$ cat src/rtl/irq_pair_pkg.sv
package irq_pair_pkg;
  localparam int IRQP_HALF_W   = 16;
  localparam int IRQP_NUM_HALF = 2;
  localparam int IRQP_ADDR_W   = 3;

  // Address layout: master enable, then mask halves, then pending halves
  localparam int IRQP_IME_ADDR = 0;
  localparam int IRQP_IE_BASE  = 1;
  localparam int IRQP_IF_BASE  = IRQP_IE_BASE + IRQP_NUM_HALF;

  typedef struct packed {
    logic                     imeWr;
    logic [IRQP_NUM_HALF-1:0] ieWr;
    logic [IRQP_NUM_HALF-1:0] ifClr;
  } irqStrobe_t;
endpackage

$ cat src/rtl/irq_pair_datapath.sv
module irq_pair_datapath
  import irq_pair_pkg::*;
#(
  parameter int HALF_W   = IRQP_HALF_W,
  parameter int NUM_HALF = IRQP_NUM_HALF,
  parameter int ADDR_W   = IRQP_ADDR_W,
  localparam int NUM_SRC = HALF_W * NUM_HALF
) (
  input  logic               clk,
  input  logic               rstN,
  input  irqStrobe_t         strb,
  input  logic [HALF_W-1:0]  wrData,
  input  logic [ADDR_W-1:0]  regAddr,
  input  logic [NUM_SRC-1:0] srcRaise,
  output logic [HALF_W-1:0]  rdData,
  output logic               condNext,
  output logic               raiseEnNext,
  output logic               enRaise,
  output logic [NUM_SRC-1:0] ieAll,
  output logic [NUM_SRC-1:0] ifAll,
  output logic               imeOn
);
  logic [HALF_W-1:0]  ieQ [NUM_HALF];
  logic [HALF_W-1:0]  ifQ [NUM_HALF];
  logic [NUM_SRC-1:0] ieNextAll;
  logic [NUM_SRC-1:0] ifNextAll;
  logic               imeQ;
  logic               imeNext;

  assign imeNext = strb.imeWr ? wrData[0] : imeQ;

  always_ff @(posedge clk or negedge rstN) begin
    if (!rstN) imeQ <= 1'b0;
    else       imeQ <= imeNext;
  end

  for (genvar h = 0; h < NUM_HALF; h++) begin : g_half
    logic [HALF_W-1:0] ieNext;
    logic [HALF_W-1:0] clrMask;
    logic [HALF_W-1:0] ifNext;

    assign ieNext  = strb.ieWr[h] ? wrData : ieQ[h];
    assign clrMask = strb.ifClr[h] ? wrData : '0;
    // a raise in the same cycle overrides a clear
    assign ifNext  = (ifQ[h] & ~clrMask) | srcRaise[h*HALF_W +: HALF_W];

    always_ff @(posedge clk or negedge rstN) begin
      if (!rstN) begin
        ieQ[h] <= '0;
        ifQ[h] <= '0;
      end else begin
        ieQ[h] <= ieNext;
        ifQ[h] <= ifNext;
      end
    end

    assign ieAll[h*HALF_W +: HALF_W]     = ieQ[h];
    assign ifAll[h*HALF_W +: HALF_W]     = ifQ[h];
    assign ieNextAll[h*HALF_W +: HALF_W] = ieNext;
    assign ifNextAll[h*HALF_W +: HALF_W] = ifNext;
  end

  assign imeOn       = imeQ;
  assign condNext    = imeNext & (|(ieNextAll & ifNextAll));
  assign raiseEnNext = |(srcRaise & ieNextAll);
  assign enRaise     = |(srcRaise & ieAll);

  always_comb begin
    rdData = '0;
    if (regAddr == ADDR_W'(IRQP_IME_ADDR)) rdData = {{(HALF_W-1){1'b0}}, imeQ};
    for (int h = 0; h < NUM_HALF; h++) begin
      if (regAddr == ADDR_W'(IRQP_IE_BASE + h)) rdData = ieQ[h];
      if (regAddr == ADDR_W'(IRQP_IF_BASE + h)) rdData = ifQ[h];
    end
  end
endmodule

$ cat src/rtl/irq_pair_control.sv
module irq_pair_control
  import irq_pair_pkg::*;
#(
  parameter int NUM_HALF = IRQP_NUM_HALF,
  parameter int ADDR_W   = IRQP_ADDR_W
) (
  input  logic              clk,
  input  logic              rstN,
  input  logic              wrEn,
  input  logic [ADDR_W-1:0] regAddr,
  input  logic              cpuIrqDisable,
  input  logic              condNext,
  input  logic              raiseEnNext,
  input  logic              enRaise,
  output irqStrobe_t        strb,
  output logic              irqReq,
  output logic              wakeOut
);
  logic armQ;
  logic armNext;
  logic trigger;
  logic wakeQ;

  always_comb begin
    strb       = '0;
    strb.imeWr = wrEn && (regAddr == ADDR_W'(IRQP_IME_ADDR));
    for (int h = 0; h < NUM_HALF; h++) begin
      strb.ieWr[h]  = wrEn && (regAddr == ADDR_W'(IRQP_IE_BASE + h));
      strb.ifClr[h] = wrEn && (regAddr == ADDR_W'(IRQP_IF_BASE + h));
    end
  end

  // arming events: enabled raise, mask write, master-enable write
  assign trigger = raiseEnNext | strb.imeWr | (|strb.ieWr);
  assign irqReq  = armQ & ~cpuIrqDisable;
  // consume on delivery, re-arm on an event, drop when condition fails
  assign armNext = ((armQ & ~irqReq) | trigger) & condNext;

  always_ff @(posedge clk or negedge rstN) begin
    if (!rstN) begin
      armQ  <= 1'b0;
      wakeQ <= 1'b0;
    end else begin
      armQ  <= armNext;
      wakeQ <= enRaise;
    end
  end

  assign wakeOut = wakeQ;
endmodule

$ cat src/rtl/irq_pair_ctrl.sv
module irq_pair_ctrl
  import irq_pair_pkg::*;
#(
  parameter int HALF_W   = IRQP_HALF_W,
  parameter int NUM_HALF = IRQP_NUM_HALF,
  parameter int ADDR_W   = IRQP_ADDR_W,
  localparam int NUM_SRC = HALF_W * NUM_HALF
) (
  input  logic               clk,
  input  logic               rstN,
  input  logic               wrEn,
  input  logic [ADDR_W-1:0]  regAddr,
  input  logic [HALF_W-1:0]  wrData,
  output logic [HALF_W-1:0]  rdData,
  input  logic [NUM_SRC-1:0] srcRaise,
  input  logic               cpuIrqDisable,
  output logic               irqReq,
  output logic               wakeOut
);
  irqStrobe_t         strb;
  logic               condNext;
  logic               raiseEnNext;
  logic               enRaise;
  logic [NUM_SRC-1:0] ieAll;
  logic [NUM_SRC-1:0] ifAll;
  logic               imeOn;

  irq_pair_control #(.NUM_HALF(NUM_HALF), .ADDR_W(ADDR_W)) u_ctrl (
    .clk(clk), .rstN(rstN), .wrEn(wrEn), .regAddr(regAddr),
    .cpuIrqDisable(cpuIrqDisable), .condNext(condNext),
    .raiseEnNext(raiseEnNext), .enRaise(enRaise), .strb(strb),
    .irqReq(irqReq), .wakeOut(wakeOut)
  );

  irq_pair_datapath #(.HALF_W(HALF_W), .NUM_HALF(NUM_HALF), .ADDR_W(ADDR_W)) u_dp (
    .clk(clk), .rstN(rstN), .strb(strb), .wrData(wrData), .regAddr(regAddr),
    .srcRaise(srcRaise), .rdData(rdData), .condNext(condNext),
    .raiseEnNext(raiseEnNext), .enRaise(enRaise), .ieAll(ieAll),
    .ifAll(ifAll), .imeOn(imeOn)
  );
endmodule

$ cat config.mk
export PLATFORM = sky130hd
export DESIGN_NAME = irq_pair_ctrl
export DESIGN_NICKNAME = d
export VERILOG_FILES = /design/src/rtl/irq_pair_pkg.sv /design/src/rtl/irq_pair_datapath.sv /design/src/rtl/irq_pair_control.sv /design/src/rtl/irq_pair_ctrl.sv
export SDC_FILE = /design/constraint.sdc
export NUM_CORES = 1
export LEC_CHECK = 0
export BUFFER_PORTS_ARGS = -buffer_cell sky130_fd_sc_hd__buf_2
export CAP_MARGIN = 20
export CORE_MARGIN = 4
export CORE_UTILIZATION = 50
export CTS_CLUSTER_DIAMETER = 60
export DETAILED_ROUTE_END_ITERATION = 16
export GPL_TIMING_DRIVEN = 0
export PLACE_DENSITY_LB_ADDON = 0.05
export SYNTH_ARGS = -nofsm -noshare
export SYNTH_HDL_FRONTEND = slang
export SYNTH_SLANG_ARGS = --single-unit
$ cat constraint.sdc
create_clock -name clk -period 2 [get_ports clk]
set_clock_uncertainty 0.2 [all_clocks]
set_input_delay 0.1 -clock clk [delete_from_list [all_inputs] [get_ports clk]]
set_output_delay 0.1 -clock clk [all_outputs]
set_load 0.02 [all_outputs]
==> metrics.cfg <==
[layout]
layout.cells.most_common_list = sky130_fd_sc_hd__buf_2 (67), sky130_fd_sc_hd__dfrtp_1 (67), sky130_fd_sc_hd__dlygate4sd3_1 (56)
antennaDiodeCount = 0
drive_above_1_share_pct = 28.28
area_growth_syn_to_layout_pct = 43.80
nNetsFinal = 545

[floorplanning]
initial_core_util_pct = 52.61
die-width_um = 93.48
placementRows = 30
design.die.area_um2 = 8739
die_height_um = 93.48
num_ports = 73
placeable_core_region_um2 = 6944

[detailed_routing]
detail_route.wl_per_cell_um = 23.10
first_pass_iters = 5
postRouteAntennaNets = 0
first_iter_violations = 378
vias = 3733
drc = 0
viasPerCell = 6.316
drt_wl_total_mm = 13.65

[power]
power.switching_fraction_pct = 30.36
post_route_total_power_mw = 4.280
share_clk_of_total_power_pct = 34.1
seq_power_share_pct = 39.2
pwr-share-comb_pct = 26.7
leakage_power_summed_over_all_cells_nw = 2.226
cellInternalPower_mw = 2.980
power.net_switching_mw = 1.300
power_density_relative_to_cell_area_nw_per_um2 = 814.6
vdd_ir_drop_max_mv = 0.5135

[logic_synthesis]
netlist_instances = 339
synthesis.area_per_instance_um2 = 10.78
yosys_most_used_dff = sky130_fd_sc_hd__dfrtp_1
yosysWarnings = 0
count_of_unique_library_cells_instantiated_by_yosys = 37
postSynthNetCount = 394
async_set_reset_flop_share_out_of_synthesis_pct = 100.0
syn_area_um2 = 3654
yosysSeqAreaShare_pct = 45.89
yosys_register_bits = 67
synth_enable_flop_cells = 0

[critical_path]
critPathBufInv = 4
critPathTopFamily = buffers and inverters
end_kind = flop
critical_path.max_fanout = 10
crit_arrival_ns = 2.30
critical_path_class = primary input to flop
crit_slowest_cell = sky130_fd_sc_hd__clkbuf_1
required_ns = 2.02
crit_path_start_kind = primary input
timing.critical_path.cells = buf_8, clkbuf_2, nand4b_1, buf_4, clkbuf_1, o22a_1, a22oi_1, and4_1, nand4_1, o211a_1
critical-path-max-stage-delay_ns = 0.34

[sta]
max_freq_mhz = 438.6
number_of_setup_violations_in_the_final_report = 1
setup_slack_ns = -0.2799
min_period_ns = 2.280
max_slew.worst_pin.slew_ns = 0.8780
layout_worst_path_cycle_share_pct = 114.0
timing.final.max_slew_violations = 0
finalSetupTns_ns = -0.2799
hold-worst-slack_ns = 0.01216
hold_viol = 0
max_slew_headroom_pct = 41.47
rsz_0062_raised_after_global_routing = true

[placement]
placed_wire_length_estimate_mm = 9.204
portBuffers = 71
routabilityCongestion = 0.9274

[cts]
cts-htree-levels = 3
tritoncts_clock_tree = yes
cts.root.buffer_cell = sky130_fd_sc_hd__clkbuf_8
clock_insertion_delay_worst_skew_ns = 0.35
cts.clk_slew.worst_paths_ns = 0.07
cts_inserted_buffers = 9
clock-sinks = 67
clockBufferDepth = 2

[global_route]
grt_pass1_wl_mm = 20.53
globalRoute.totalOverflow = 0
grt_start_max_net_pins = 68
gr-usage-all-layers_pct = 31.77
antenna_found_initial = 0
vias_in_the_first_global_route = 3742

[run]
cap_violations = 0

[status]
outcome = finished, violations left
failing_checks = setup timing

[hold_path]
hold_path_class = primary input to flop

worst paths after layout:
check                                         start  slack [ns]  cells after the start                  endpoint
min in group asynchronous                      rstN        0.21                      2  u_dp.ifAll[16]$_DFF_PN0_
hold / removal                         srcRaise[16]        0.01                      3  u_dp.ifAll[16]$_DFF_PN0_
hold reg to reg            u_dp.ifAll[20]$_DFF_PN0_        0.34                      2  u_dp.ifAll[20]$_DFF_PN0_
setup reg to reg           u_dp.ieAll[14]$_DFF_PN0_       -0.19                      5     u_ctrl.armQ$_DFF_PN0_
max in group asynchronous                      rstN        0.81                      2  u_dp.ifAll[22]$_DFF_PN0_
setup / recovery                         regAddr[1]       -0.28                     10     u_ctrl.armQ$_DFF_PN0_
final cells by class:
| cell class | instances | area [um2] |
|---|---|---|
| well taps | 96 | 120.1 |
| repair buffers | 140 | 1089 |
| fillers | 482 | 1690 |
| clock inverters | 4 | 95.09 |
| multi-input cells | 220 | 1857 |
| inverters | 35 | 131.4 |
| plain buffers | 17 | 120.1 |
| flip-flops and latches | 67 | 1677 |
| clock buffers | 12 | 165.2 |
cell families after synthesis:
family / Yosys count / share of synthesized area [%]
AOI/OAI and AO/OA: 113 / 23.25
buffers and inverters: 52 / 5.993
DFF: 67 / 45.89
muxes: 50 / 14.76
and+or+nand+nor: 57 / 10.10
power groups by stage:
stage          combinational, mW  clock, mW  sequential [mW]
6_report                    1.14       1.46             1.68
3_3_place_gp               0.948          0             1.68
5_1_grt                     1.22       1.52             1.69
3_5_place_dp               0.955          0             1.69
4_1_cts                     1.08       1.46             1.67
2_1_floorplan              0.602          0             1.63
routing by layer:
metal  track usage [%]  part of all wire (%)  up-vias
met4             17.83                   4.8        0
met2             47.35                    44      255
li1                  -                     -     1607
met5                 0                     0        -
met1             43.40                    41     1821
met3             5.792                   9.7       50
stage by stage:
| stage | setup WS (ns) | instances | instance area [um2] | util, % |
|---|---|---|---|---|
| floorplan | -0.3299 | 339 | 3660 | - |
| global placement | -1.196 | 506 | 4135 | 59.55 |
| detailed placement | -1.115 | 506 | 4138 | 59.59 |
| CTS | -0.2676 | 588 | 5147 | 74.13 |
| global route | -0.3060 | 591 | 5254 | 75.66 |
| finish | -0.2799 | 591 | 5254 | 75.66 |
tightest hold or removal path, cell delays in order:
cell                       delay [ns]
sky130_fd_sc_hd__buf_2           0.15
sky130_fd_sc_hd__nand2b_1        0.12
sky130_fd_sc_hd__o22a_1          0.15
sequential cells by signal (all words and copies together) (netlist names):
name and cells:
u_ctrl.armQ 1, u_dp.imeOn 1, u_ctrl.wakeOut 1, u_dp.ieAll 32
u_dp.ifAll 32
what timing repair did:
item / in CTS / in global routing
setup endpoints to repair: 27 / 12
hold buffers: 56 / 0
endpoints found under the hold margin: 133 / 0
buffers inserted: 10 / 3
resized for setup: 19 / 26
cloned: 0 / 0
pin swaps: 4 / 2
cells in the mapped netlist (all sizes together), types with 2 or more instances:
library cell   n  area share, %
a21oi          3           0.41
dfrtp         67             46
mux2          19            6.3
o2bb2ai        3           0.72
nand2b        34            5.8
or4            2           0.41
inv           34            3.5
o22ai         38            6.5
nor4bb         2           0.55
nor4           2           0.34
and4           2           0.48
a22oi         33            6.8
buf            6            1.3
mux2i         31            8.5
a221oi         6            1.4
nand4          4           0.68
o22a          18            4.3
clkbuf        11            1.1
nor2b          3           0.51
a221o          3           0.82
nand3          3           0.41
a22o           5            1.2
No activity file was read; power rests on OpenSTA's default activity.
